$ cat config.mk
export PLATFORM = sky130hd
export DESIGN_NAME = sring_ctrl
export DESIGN_NICKNAME = d
export VERILOG_FILES = /design/src/rtl/sring_pkg.sv /design/src/rtl/sring_cfg.sv /design/src/rtl/sring_seq.sv /design/src/rtl/sring_wptr.sv /design/src/rtl/sring_roi.sv /design/src/rtl/sring_dropcnt.sv /design/src/rtl/sring_ctrl.sv
export SDC_FILE = /design/constraint.sdc
export NUM_CORES = 1
export LEC_CHECK = 0
export ABC_CLOCK_PERIOD_IN_PS = 3400
export BUFFER_PORTS_ARGS = -buffer_cell sky130_fd_sc_hd__buf_2
export CELL_PAD_IN_SITES_DETAIL_PLACEMENT = 0
export CELL_PAD_IN_SITES_GLOBAL_PLACEMENT = 1
export CORE_MARGIN = 1.5
export CORE_UTILIZATION = 45
export DETAILED_ROUTE_END_ITERATION = 12
export GPL_ROUTABILITY_DRIVEN = 0
export HOLD_SLACK_MARGIN = 0.1
export PLACE_DENSITY_LB_ADDON = 0.08
export SLEW_MARGIN = 5
export SYNTH_ARGS = -nofsm -noshare
export SYNTH_HDL_FRONTEND = slang
export SYNTH_HIERARCHICAL = 1
export SYNTH_SLANG_ARGS = --single-unit
$ cat constraint.sdc
create_clock -name clk -period 3.4 [get_ports clk]
set_clock_uncertainty 0.05 [all_clocks]
set_input_delay 0 -clock clk [delete_from_list [all_inputs] [get_ports clk]]
set_output_delay 0 -clock clk [all_outputs]
set_load 0.05 [all_outputs]
$ cat src/rtl/sring_pkg.sv
// Package: shared types for the circular sampling ring controller.
// Assumes: used by all sring_* modules; holds no logic.
package sring_pkg;

    // Phase of a capture: free-running, waiting out the delay, reading out.
    typedef enum logic [1:0] {
        PH_IDLE  = 2'd0,
        PH_DELAY = 2'd1,
        PH_READ  = 2'd2
    } ring_phase_t;

endpackage

$ cat src/rtl/sring_cfg.sv
// Module: configuration latch. Takes the cascade code, window and delay
// and turns them into a ring depth, a clamped window and a delay value.
// Assumes: load_i is high only when the sequencer is idle with no trigger,
// so the latched values stay constant for the whole of a capture.
module sring_cfg #(
    parameter int BASE_DEPTH = 1024,
    parameter int NUM_MODES  = 4,
    parameter int MODE_W     = 2,
    parameter int WIN_W      = 14,
    parameter int DLY_W      = 16
) (
    input  logic              clk,
    input  logic              rst_n,
    input  logic              load_i,
    input  logic [MODE_W-1:0] cascade_i,
    input  logic [WIN_W-1:0]  window_i,
    input  logic [DLY_W-1:0]  delay_i,
    output logic [WIN_W-1:0]  depth_o,
    output logic [WIN_W-1:0]  win_o,
    output logic [DLY_W-1:0]  delay_o
);

    logic [WIN_W-1:0]  depth_tbl [NUM_MODES];
    logic [MODE_W-1:0] mode_sel;
    logic [WIN_W-1:0]  depth_nxt;
    logic [WIN_W-1:0]  win_nxt;

    // One depth entry per cascade code: base depth doubled per step.
    for (genvar m = 0; m < NUM_MODES; m++) begin : g_depth
        assign depth_tbl[m] = WIN_W'(BASE_DEPTH << m);
    end

    // Clamp an out-of-range cascade code to the deepest ring.
    always_comb begin
        if (32'(cascade_i) >= NUM_MODES) mode_sel = MODE_W'(NUM_MODES - 1);
        else                             mode_sel = cascade_i;
        depth_nxt = depth_tbl[mode_sel];
    end

    // Clamp the window into 1..depth.
    always_comb begin
        if (window_i == '0)              win_nxt = WIN_W'(1);
        else if (window_i > depth_nxt)   win_nxt = depth_nxt;
        else                             win_nxt = window_i;
    end

    // Latch the configuration while idle; hold it while busy.
    always_ff @(posedge clk) begin
        if (!rst_n) begin
            depth_o <= WIN_W'(BASE_DEPTH);
            win_o   <= WIN_W'(1);
            delay_o <= '0;
        end else if (load_i) begin
            depth_o <= depth_nxt;
            win_o   <= win_nxt;
            delay_o <= delay_i;
        end
    end

endmodule

$ cat src/rtl/sring_seq.sv
// Module: capture sequencer. Accepts a trigger while idle, counts down the
// latency, freezes the pointer and waits for the readout to finish.
// Assumes: rd_done_i is a single-cycle indication raised only in PH_READ.
module sring_seq
    import sring_pkg::*;
#(
    parameter int DLY_W = 16
) (
    input  logic             clk,
    input  logic             rst_n,
    input  logic             trig_i,
    input  logic [DLY_W-1:0] delay_i,
    input  logic             rd_done_i,
    output ring_phase_t      phase_o,
    output logic             advance_o,
    output logic             freeze_o,
    output logic             drop_o,
    output logic             cfg_load_o
);

    ring_phase_t      phase_q;
    logic [DLY_W-1:0] dly_q;

    // Phase and latency counter.
    always_ff @(posedge clk) begin
        if (!rst_n) begin
            phase_q <= PH_IDLE;
            dly_q   <= '0;
        end else begin
            unique case (phase_q)
                PH_IDLE: begin
                    if (trig_i) begin
                        phase_q <= PH_DELAY;
                        dly_q   <= delay_i;
                    end
                end
                PH_DELAY: begin
                    if (dly_q == '0) phase_q <= PH_READ;
                    else             dly_q   <= dly_q - 1'b1;
                end
                PH_READ: begin
                    if (rd_done_i) phase_q <= PH_IDLE;
                end
                default: phase_q <= PH_IDLE;
            endcase
        end
    end

    // Control strobes derived from the phase.
    always_comb begin
        advance_o  = (phase_q == PH_IDLE) || (phase_q == PH_DELAY && dly_q != '0);
        freeze_o   = (phase_q == PH_DELAY) && (dly_q == '0);
        drop_o     = trig_i && (phase_q != PH_IDLE);
        cfg_load_o = (phase_q == PH_IDLE) && !trig_i;
    end

    assign phase_o = phase_q;

    // the freeze is reached only after passing through the delay phase.
    assert_freeze_after_delay_R2: assert property (@(posedge clk) disable iff (!rst_n)
        (phase_q == PH_READ && $past(phase_q) != PH_READ) |-> $past(phase_q) == PH_DELAY);

endmodule

$ cat src/rtl/sring_wptr.sv
// Module: write pointer. Sweeps the ring, wraps at depth-1, and records
// the stop cell when asked to freeze.
// Assumes: advance_i and capture_i are never high together.
module sring_wptr #(
    parameter int CELL_W = 13,
    parameter int WIN_W  = 14
) (
    input  logic              clk,
    input  logic              rst_n,
    input  logic              advance_i,
    input  logic              capture_i,
    input  logic [WIN_W-1:0]  depth_i,
    output logic [CELL_W-1:0] ptr_o,
    output logic [CELL_W-1:0] stop_o
);

    logic at_end;

    // A pointer on or beyond the last cell of the ring wraps to cell 0.
    assign at_end = ({1'b0, ptr_o} >= depth_i - 1'b1);

    // Pointer advance and wrap.
    always_ff @(posedge clk) begin
        if (!rst_n)          ptr_o <= '0;
        else if (advance_i)  ptr_o <= at_end ? '0 : ptr_o + 1'b1;
    end

    // Record the frozen cell.
    always_ff @(posedge clk) begin
        if (!rst_n)          stop_o <= '0;
        else if (capture_i)  stop_o <= ptr_o;
    end

    // inside the ring the pointer steps by exactly one.
    assert_ptr_step_R1: assert property (@(posedge clk) disable iff (!rst_n)
        (advance_i && !at_end) |=> ptr_o == $past(ptr_o) + 1'b1);

    // without an advance the pointer holds.
    assert_ptr_hold_R3: assert property (@(posedge clk) disable iff (!rst_n)
        !advance_i |=> $stable(ptr_o));

endmodule

$ cat src/rtl/sring_roi.sv
// Module: region-of-interest reader. Starting at the stop cell, emits a
// window of cell indices, one per RD_DIV clocks, wrapping at the ring depth.
// Assumes: start_i is a single-cycle pulse, and depth_i and win_i stay
// constant until done_o.
module sring_roi #(
    parameter int CELL_W = 13,
    parameter int WIN_W  = 14,
    parameter int RD_DIV = 6
) (
    input  logic              clk,
    input  logic              rst_n,
    input  logic              start_i,
    input  logic [CELL_W-1:0] start_cell_i,
    input  logic [WIN_W-1:0]  depth_i,
    input  logic [WIN_W-1:0]  win_i,
    output logic              rd_valid_o,
    output logic [CELL_W-1:0] rd_cell_o,
    output logic              done_o
);

    localparam int DIV_W = (RD_DIV > 1) ? $clog2(RD_DIV) : 1;
    localparam logic [DIV_W-1:0] DIV_RELOAD = DIV_W'(RD_DIV - 1);

    logic              active_q;
    logic [WIN_W-1:0]  k_q;
    logic [DIV_W-1:0]  div_q;
    logic [CELL_W-1:0] next_cell;

    // Next index around the ring.
    assign next_cell = ({1'b0, rd_cell_o} >= depth_i - 1'b1) ? '0 : rd_cell_o + 1'b1;

    // Window complete once the last step's pacing has run out.
    assign done_o = active_q && (div_q == '0) && (k_q == win_i);

    // Readout walk: pacing counter, emitted count and current index.
    always_ff @(posedge clk) begin
        if (!rst_n) begin
            active_q   <= 1'b0;
            k_q        <= '0;
            div_q      <= '0;
            rd_valid_o <= 1'b0;
            rd_cell_o  <= '0;
        end else begin
            rd_valid_o <= 1'b0;
            if (start_i) begin
                active_q   <= 1'b1;
                rd_valid_o <= 1'b1;
                rd_cell_o  <= start_cell_i;
                k_q        <= WIN_W'(1);
                div_q      <= DIV_RELOAD;
            end else if (active_q) begin
                if (div_q != '0) begin
                    div_q <= div_q - 1'b1;
                end else if (k_q == win_i) begin
                    active_q <= 1'b0;
                end else begin
                    rd_valid_o <= 1'b1;
                    rd_cell_o  <= next_cell;
                    k_q        <= k_q + 1'b1;
                    div_q      <= DIV_RELOAD;
                end
            end
        end
    end

    // every emitted index lies inside the ring.
    assert_cell_in_ring_R4: assert property (@(posedge clk) disable iff (!rst_n)
        rd_valid_o |-> ({1'b0, rd_cell_o} < depth_i));

    // with pacing above one clock, strobes never come back to back.
    assert_strobe_gap_R5: assert property (@(posedge clk) disable iff (!rst_n)
        (rd_valid_o && RD_DIV > 1) |=> !rd_valid_o);

endmodule

$ cat src/rtl/sring_dropcnt.sv
// Module: saturating tally of trigger cycles ignored while busy.
// Assumes: inc_i is high for at most one count per clock.
module sring_dropcnt #(
    parameter int CNT_W = 8
) (
    input  logic             clk,
    input  logic             rst_n,
    input  logic             inc_i,
    output logic [CNT_W-1:0] cnt_o
);

    localparam logic [CNT_W-1:0] CNT_MAX = '1;

    // Count up and stop at the top value.
    always_ff @(posedge clk) begin
        if (!rst_n)                        cnt_o <= '0;
        else if (inc_i && cnt_o != CNT_MAX) cnt_o <= cnt_o + 1'b1;
    end

    // a full counter stays full.
    assert_drop_saturate_R7: assert property (@(posedge clk) disable iff (!rst_n)
        (cnt_o == CNT_MAX) |=> (cnt_o == CNT_MAX));

    // without an ignored trigger the tally does not move.
    assert_drop_hold_R7: assert property (@(posedge clk) disable iff (!rst_n)
        !inc_i |=> $stable(cnt_o));

endmodule

$ cat src/rtl/sring_ctrl.sv
// Module: circular sampling ring controller (top). Ties together the
// configuration latch, capture sequencer, write pointer, readout walker and
// drop tally.
// Assumes: a single clock; the readout rate is modelled by RD_DIV clocks per
// index; the cell contents are outside this block.
module sring_ctrl
    import sring_pkg::*;
#(
    parameter int BASE_DEPTH = 1024,
    parameter int NUM_MODES  = 4,
    parameter int DLY_W      = 16,
    parameter int CNT_W      = 8,
    parameter int RD_DIV     = 6,
    localparam int MAX_DEPTH = BASE_DEPTH << (NUM_MODES - 1),
    localparam int CELL_W    = $clog2(MAX_DEPTH),
    localparam int WIN_W     = CELL_W + 1,
    localparam int MODE_W    = (NUM_MODES > 1) ? $clog2(NUM_MODES) : 1
) (
    input  logic              clk,
    input  logic              rst_n,
    input  logic              trig_i,
    input  logic [MODE_W-1:0] cfg_cascade_i,
    input  logic [WIN_W-1:0]  cfg_window_i,
    input  logic [DLY_W-1:0]  cfg_delay_i,
    output logic [CELL_W-1:0] wr_cell_o,
    output logic              sampling_o,
    output logic              busy_o,
    output logic              ready_o,
    output logic [CELL_W-1:0] stop_cell_o,
    output logic              rd_valid_o,
    output logic [CELL_W-1:0] rd_cell_o,
    output logic [CNT_W-1:0]  drop_cnt_o
);

    ring_phase_t      phase;
    logic             advance, freeze, drop, cfg_load, rd_done;
    logic [WIN_W-1:0] depth, win;
    logic [DLY_W-1:0] delay;

    sring_cfg #(
        .BASE_DEPTH(BASE_DEPTH), .NUM_MODES(NUM_MODES), .MODE_W(MODE_W),
        .WIN_W(WIN_W), .DLY_W(DLY_W)
    ) cfg_i (
        .clk(clk), .rst_n(rst_n), .load_i(cfg_load),
        .cascade_i(cfg_cascade_i), .window_i(cfg_window_i), .delay_i(cfg_delay_i),
        .depth_o(depth), .win_o(win), .delay_o(delay)
    );

    sring_seq #(.DLY_W(DLY_W)) seq_i (
        .clk(clk), .rst_n(rst_n), .trig_i(trig_i), .delay_i(delay),
        .rd_done_i(rd_done), .phase_o(phase), .advance_o(advance),
        .freeze_o(freeze), .drop_o(drop), .cfg_load_o(cfg_load)
    );

    sring_wptr #(.CELL_W(CELL_W), .WIN_W(WIN_W)) wptr_i (
        .clk(clk), .rst_n(rst_n), .advance_i(advance), .capture_i(freeze),
        .depth_i(depth), .ptr_o(wr_cell_o), .stop_o(stop_cell_o)
    );

    sring_roi #(.CELL_W(CELL_W), .WIN_W(WIN_W), .RD_DIV(RD_DIV)) roi_i (
        .clk(clk), .rst_n(rst_n), .start_i(freeze), .start_cell_i(wr_cell_o),
        .depth_i(depth), .win_i(win), .rd_valid_o(rd_valid_o),
        .rd_cell_o(rd_cell_o), .done_o(rd_done)
    );

    sring_dropcnt #(.CNT_W(CNT_W)) drop_i (
        .clk(clk), .rst_n(rst_n), .inc_i(drop), .cnt_o(drop_cnt_o)
    );

    // Status flags seen by the surrounding logic.
    always_comb begin
        sampling_o = (phase != PH_READ);
        busy_o     = (phase != PH_IDLE);
        ready_o    = (phase == PH_IDLE);
    end

    // no readout strobe while the pointer is moving.
    assert_no_strobe_sampling_R3: assert property (@(posedge clk) disable iff (!rst_n)
        rd_valid_o |-> !sampling_o);

    // the recorded stop cell equals the frozen pointer.
    assert_stop_matches_ptr_R2: assert property (@(posedge clk) disable iff (!rst_n)
        freeze |=> (stop_cell_o == wr_cell_o));

    // an accepted trigger makes the block busy on the next cycle.
    assert_busy_after_trig_R10: assert property (@(posedge clk) disable iff (!rst_n)
        (ready_o && trig_i) |=> (busy_o && !ready_o));

endmodule

==> out/metrics.csv <==
metric;value;unit
hold path start;cfg_delay_i[11];
Hold Crit Depth;4;
largest net degree at the start of global routing;32;
synth top area cells;dfxtp_1, ha_1, xnor2_1;
dominant cell type by area after synthesis;dfxtp_1;
worst skew pair latency;0.41;ns
peak supply drop;0.4283;mV
Worst R2R Start;cfg_i/depth_o[10];
Reg2Reg Depth;10;
busiest grt layer;met2;
area share of the largest cell type after synthesis;32.62;%
ant diodes;0;
RSZ-0062 raised after global routing;no;
die area;16860;sq um
CP Data Required Time;3.68;ns
wire per inst;15.42;microns
ys flop type;dfxtp_1;
GR Util All Layers;22.31;%
Power Dens Cells;718.3;nW/um^2
post-layout worst setup margin;0.4219;ns
worst stage delay on the critical path;0.52;ns
commonest non-fill, non-tap cell in the layout;dfxtp_1;
Die Wd;129.9;microns
layout cells sized above 1;19.10;%
Worst setup startpoint;cfg_i/depth_o[10];
Hold Slack;0.3391;ns
Max Cap Viol;0;
clock slew at reported path FFs;0.06;ns
Max-slew headroom;15.93;%
drt pass-1 iters;4;
Hold WC Path Type;in -> reg;
EDFF count, synth;0;
status;complete, no violations;
Congestion Overflow GR;0;
synth warn;6;
critical path class;reg -> reg;
area of the multi-input gates;4557;sq um
cell row count;46;
Post-Syn Area;7242;sq um
Arr. time, crit path;3.26;ns
antenna-violating nets left;0;
post-CTS resize count;0;
Post-Place Cell Area;7791;sq um
Initial Utilization;45.75;%
final wirelength;18110;microns
area of the core;15830;sq um
number of global-route vias before repair;6047;
Synth-to-Final Area Change;21.68;%
Port Buffers;85;
CTS tree;yes;
met1 usage;30.75;%
Tot Pwr;6330;uW
CTS Buf Count;17;
crit-path cells;or4_1, nor3_1, xnor2_1, ha_1, a2111oi_0, o21ai_0, a2111o_1, nand4_4, nand3_1, a221oi_2;
Initial DRC Count;295;
via count;6362;
Critical Path Start Type;flop;
global-route wire length before repair;29880;microns
HPWL Detailed;12770;microns
fin crit period;2.978;ns
commonest non-fill, non-tap cells in the layout;dfxtp_1, buf_2, nand2_1, nor2_1, xnor2_1;
f_max;335.8;MHz
met2 usage;35.95;%
synthesized flop and latch total;118;
Residual DRC;0;
post-CTS setup buffer count;0;
Mean Syn Cell Area;8.715;sq um
Worst Max-Slew Pin Slew;1.256;ns
# setup viols final;0;
CP max stage cell;or4_1;
FF+latch area;2362;sq um
flop-to-flop setup slack;0.42;ns
H-tree levels;4;
Seq/Total Area, Yosys;32.62;%
CP Capture Point;roi_i/rd_cell_o[5];
P_leak;0.003564;uW
Sum Neg Setup Slack;0;ns
Final Instance Area;8812;sq um
fill cell count;1443;
nets@finish;1018;
initial antenna violation count;0;
CTS Buffer Depth;2;
crit share post-route;87.59;%
Pins Over Slew Limit;0;
Crit Path Max Fanout;18;
die height;129.9;microns
Worst setup EP type;flop;
Top-Level Pins;86;
synthesized instance count;831;
async set or reset register ratio after synthesis;0;%
clock root buffer;clkbuf_16;
Sink Count;118;
Via density;5.419;
M3 GR Usage;4.387;%
hold_buf cts;39;
worst reg2reg endpoint;roi_i/rd_cell_o[5];
post-place setup slack;0.4353;ns
final hold viol count;0;
synth unique cells;89;
==> stage by stage <==
| step | std cells | utilization, % |
|---|---|---|
| 6_report | 1174 | 55.68 |
| 5_1_grt | 1174 | 55.68 |
| 4_1_cts | 1174 | 55.68 |
| 3_5_place_dp | 1103 | 49.23 |
| 3_3_place_gp | 1103 | 49.23 |
| 2_1_floorplan | 840 | - |
==> sequential cells by signal, summed over array words and instances, names as in the netlist, 3 cells and up <==
signal	count
roi_i/rd_cell_o	13
cfg_i/depth_o	4
seq_i/dly_q	16
drop_i/cnt_o	8
wptr_i/ptr_o	13
roi_i/k_q	14
roi_i/div_q	3
cfg_i/delay_o	16
wptr_i/stop_o	13
cfg_i/win_o	14
==> where the power goes <==
group          internal (uW)  switching (uW)  leakage [uW]
Sequential              1590             269      0.000959
Clock                   1270             635      0.000306
Combinational            972            1590       0.00230
==> synthesized netlist by cell type (3+ instances only) <==
cell type,instances
a21oi_2,11
a32oi_1,3
or2_2,4
nand2b_1,10
o2bb2ai_1,9
a31o_2,3
nor3_1,21
nor2_1,55
o21ai_0,15
or4_1,6
nand2_1,71
ha_1,38
a211oi_1,9
clkbuf_1,21
inv_1,20
or4_4,4
nor3b_1,3
xor2_1,17
or3b_2,3
buf_2,11
a22oi_1,3
nand3_1,40
a21oi_1,38
o21a_1,4
nand4_1,19
a21o_1,4
mux2i_1,41
and2_1,14
a31oi_1,16
a21boi_0,3
nor4_2,4
and3_1,12
and4_1,3
dfxtp_1,118
o21ai_1,4
xnor2_1,47
buf_4,10
buf_6,6
nor2b_1,36
nor4_1,8
o211ai_1,9
a2bb2oi_1,4
==> cell families (layout without fill, tap and decap cells) <==
logic type / after synthesis / after routing / synth area share (%)
AND/OR/NAND/NOR: 337 / 337 / 26.28
AO/OA/AOI/OAI: 160 / 160 / 15.90
flip-flops: 118 / 118 / 32.62
buffers and inverters: 72 / 190 / 5.183
XOR/XNOR: 64 / 64 / 7.740
multiplexers: 41 / 41 / 5.667
adder cells (fa/ha/maj): 38 / 38 / 6.565
other: 1 / 10 / 0.05178
==> critical path: cells and delay by family (launching register included) <==
kind | cells | cell delay [ns]
adder cells (fa/ha/maj) | 1 | 0.20
flip-flops | 1 | 0.35
XOR/XNOR | 1 | 0.11
AO/OA/AOI/OAI | 4 | 1.09
AND/OR/NAND/NOR | 4 | 1.09
==> cell type report <==
type	instances	area share, %
clock buffer	25	5.850
clock inverter	7	1.306
inverter	21	0.8945
multi-input combinational	650	51.71
sequential	118	26.81
tap	216	3.067
timing repair buffer	137	10.36
==> routing by layer <==
layer	share of wire, %	vias up
met5	0	-
met4	0.84	0
met3	3.5	14
met2	46	120
met1	50	3015
li1	-	3213
==> how the worst min path moves through the flow <==
stage | end | slack [ns]
final | cfg_i/delay_o[11] | 0.34
after CTS | cfg_i/delay_o[6] | 0.31
after global routing | cfg_i/delay_o[7] | 0.35
after global placement | cfg_i/delay_o[13] | 0.21
after detailed placement | cfg_i/delay_o[6] | 0.21
after floorplan | seq_i/dly_q[15] | 0.07
No activity file was read; power rests on OpenSTA's default activity.
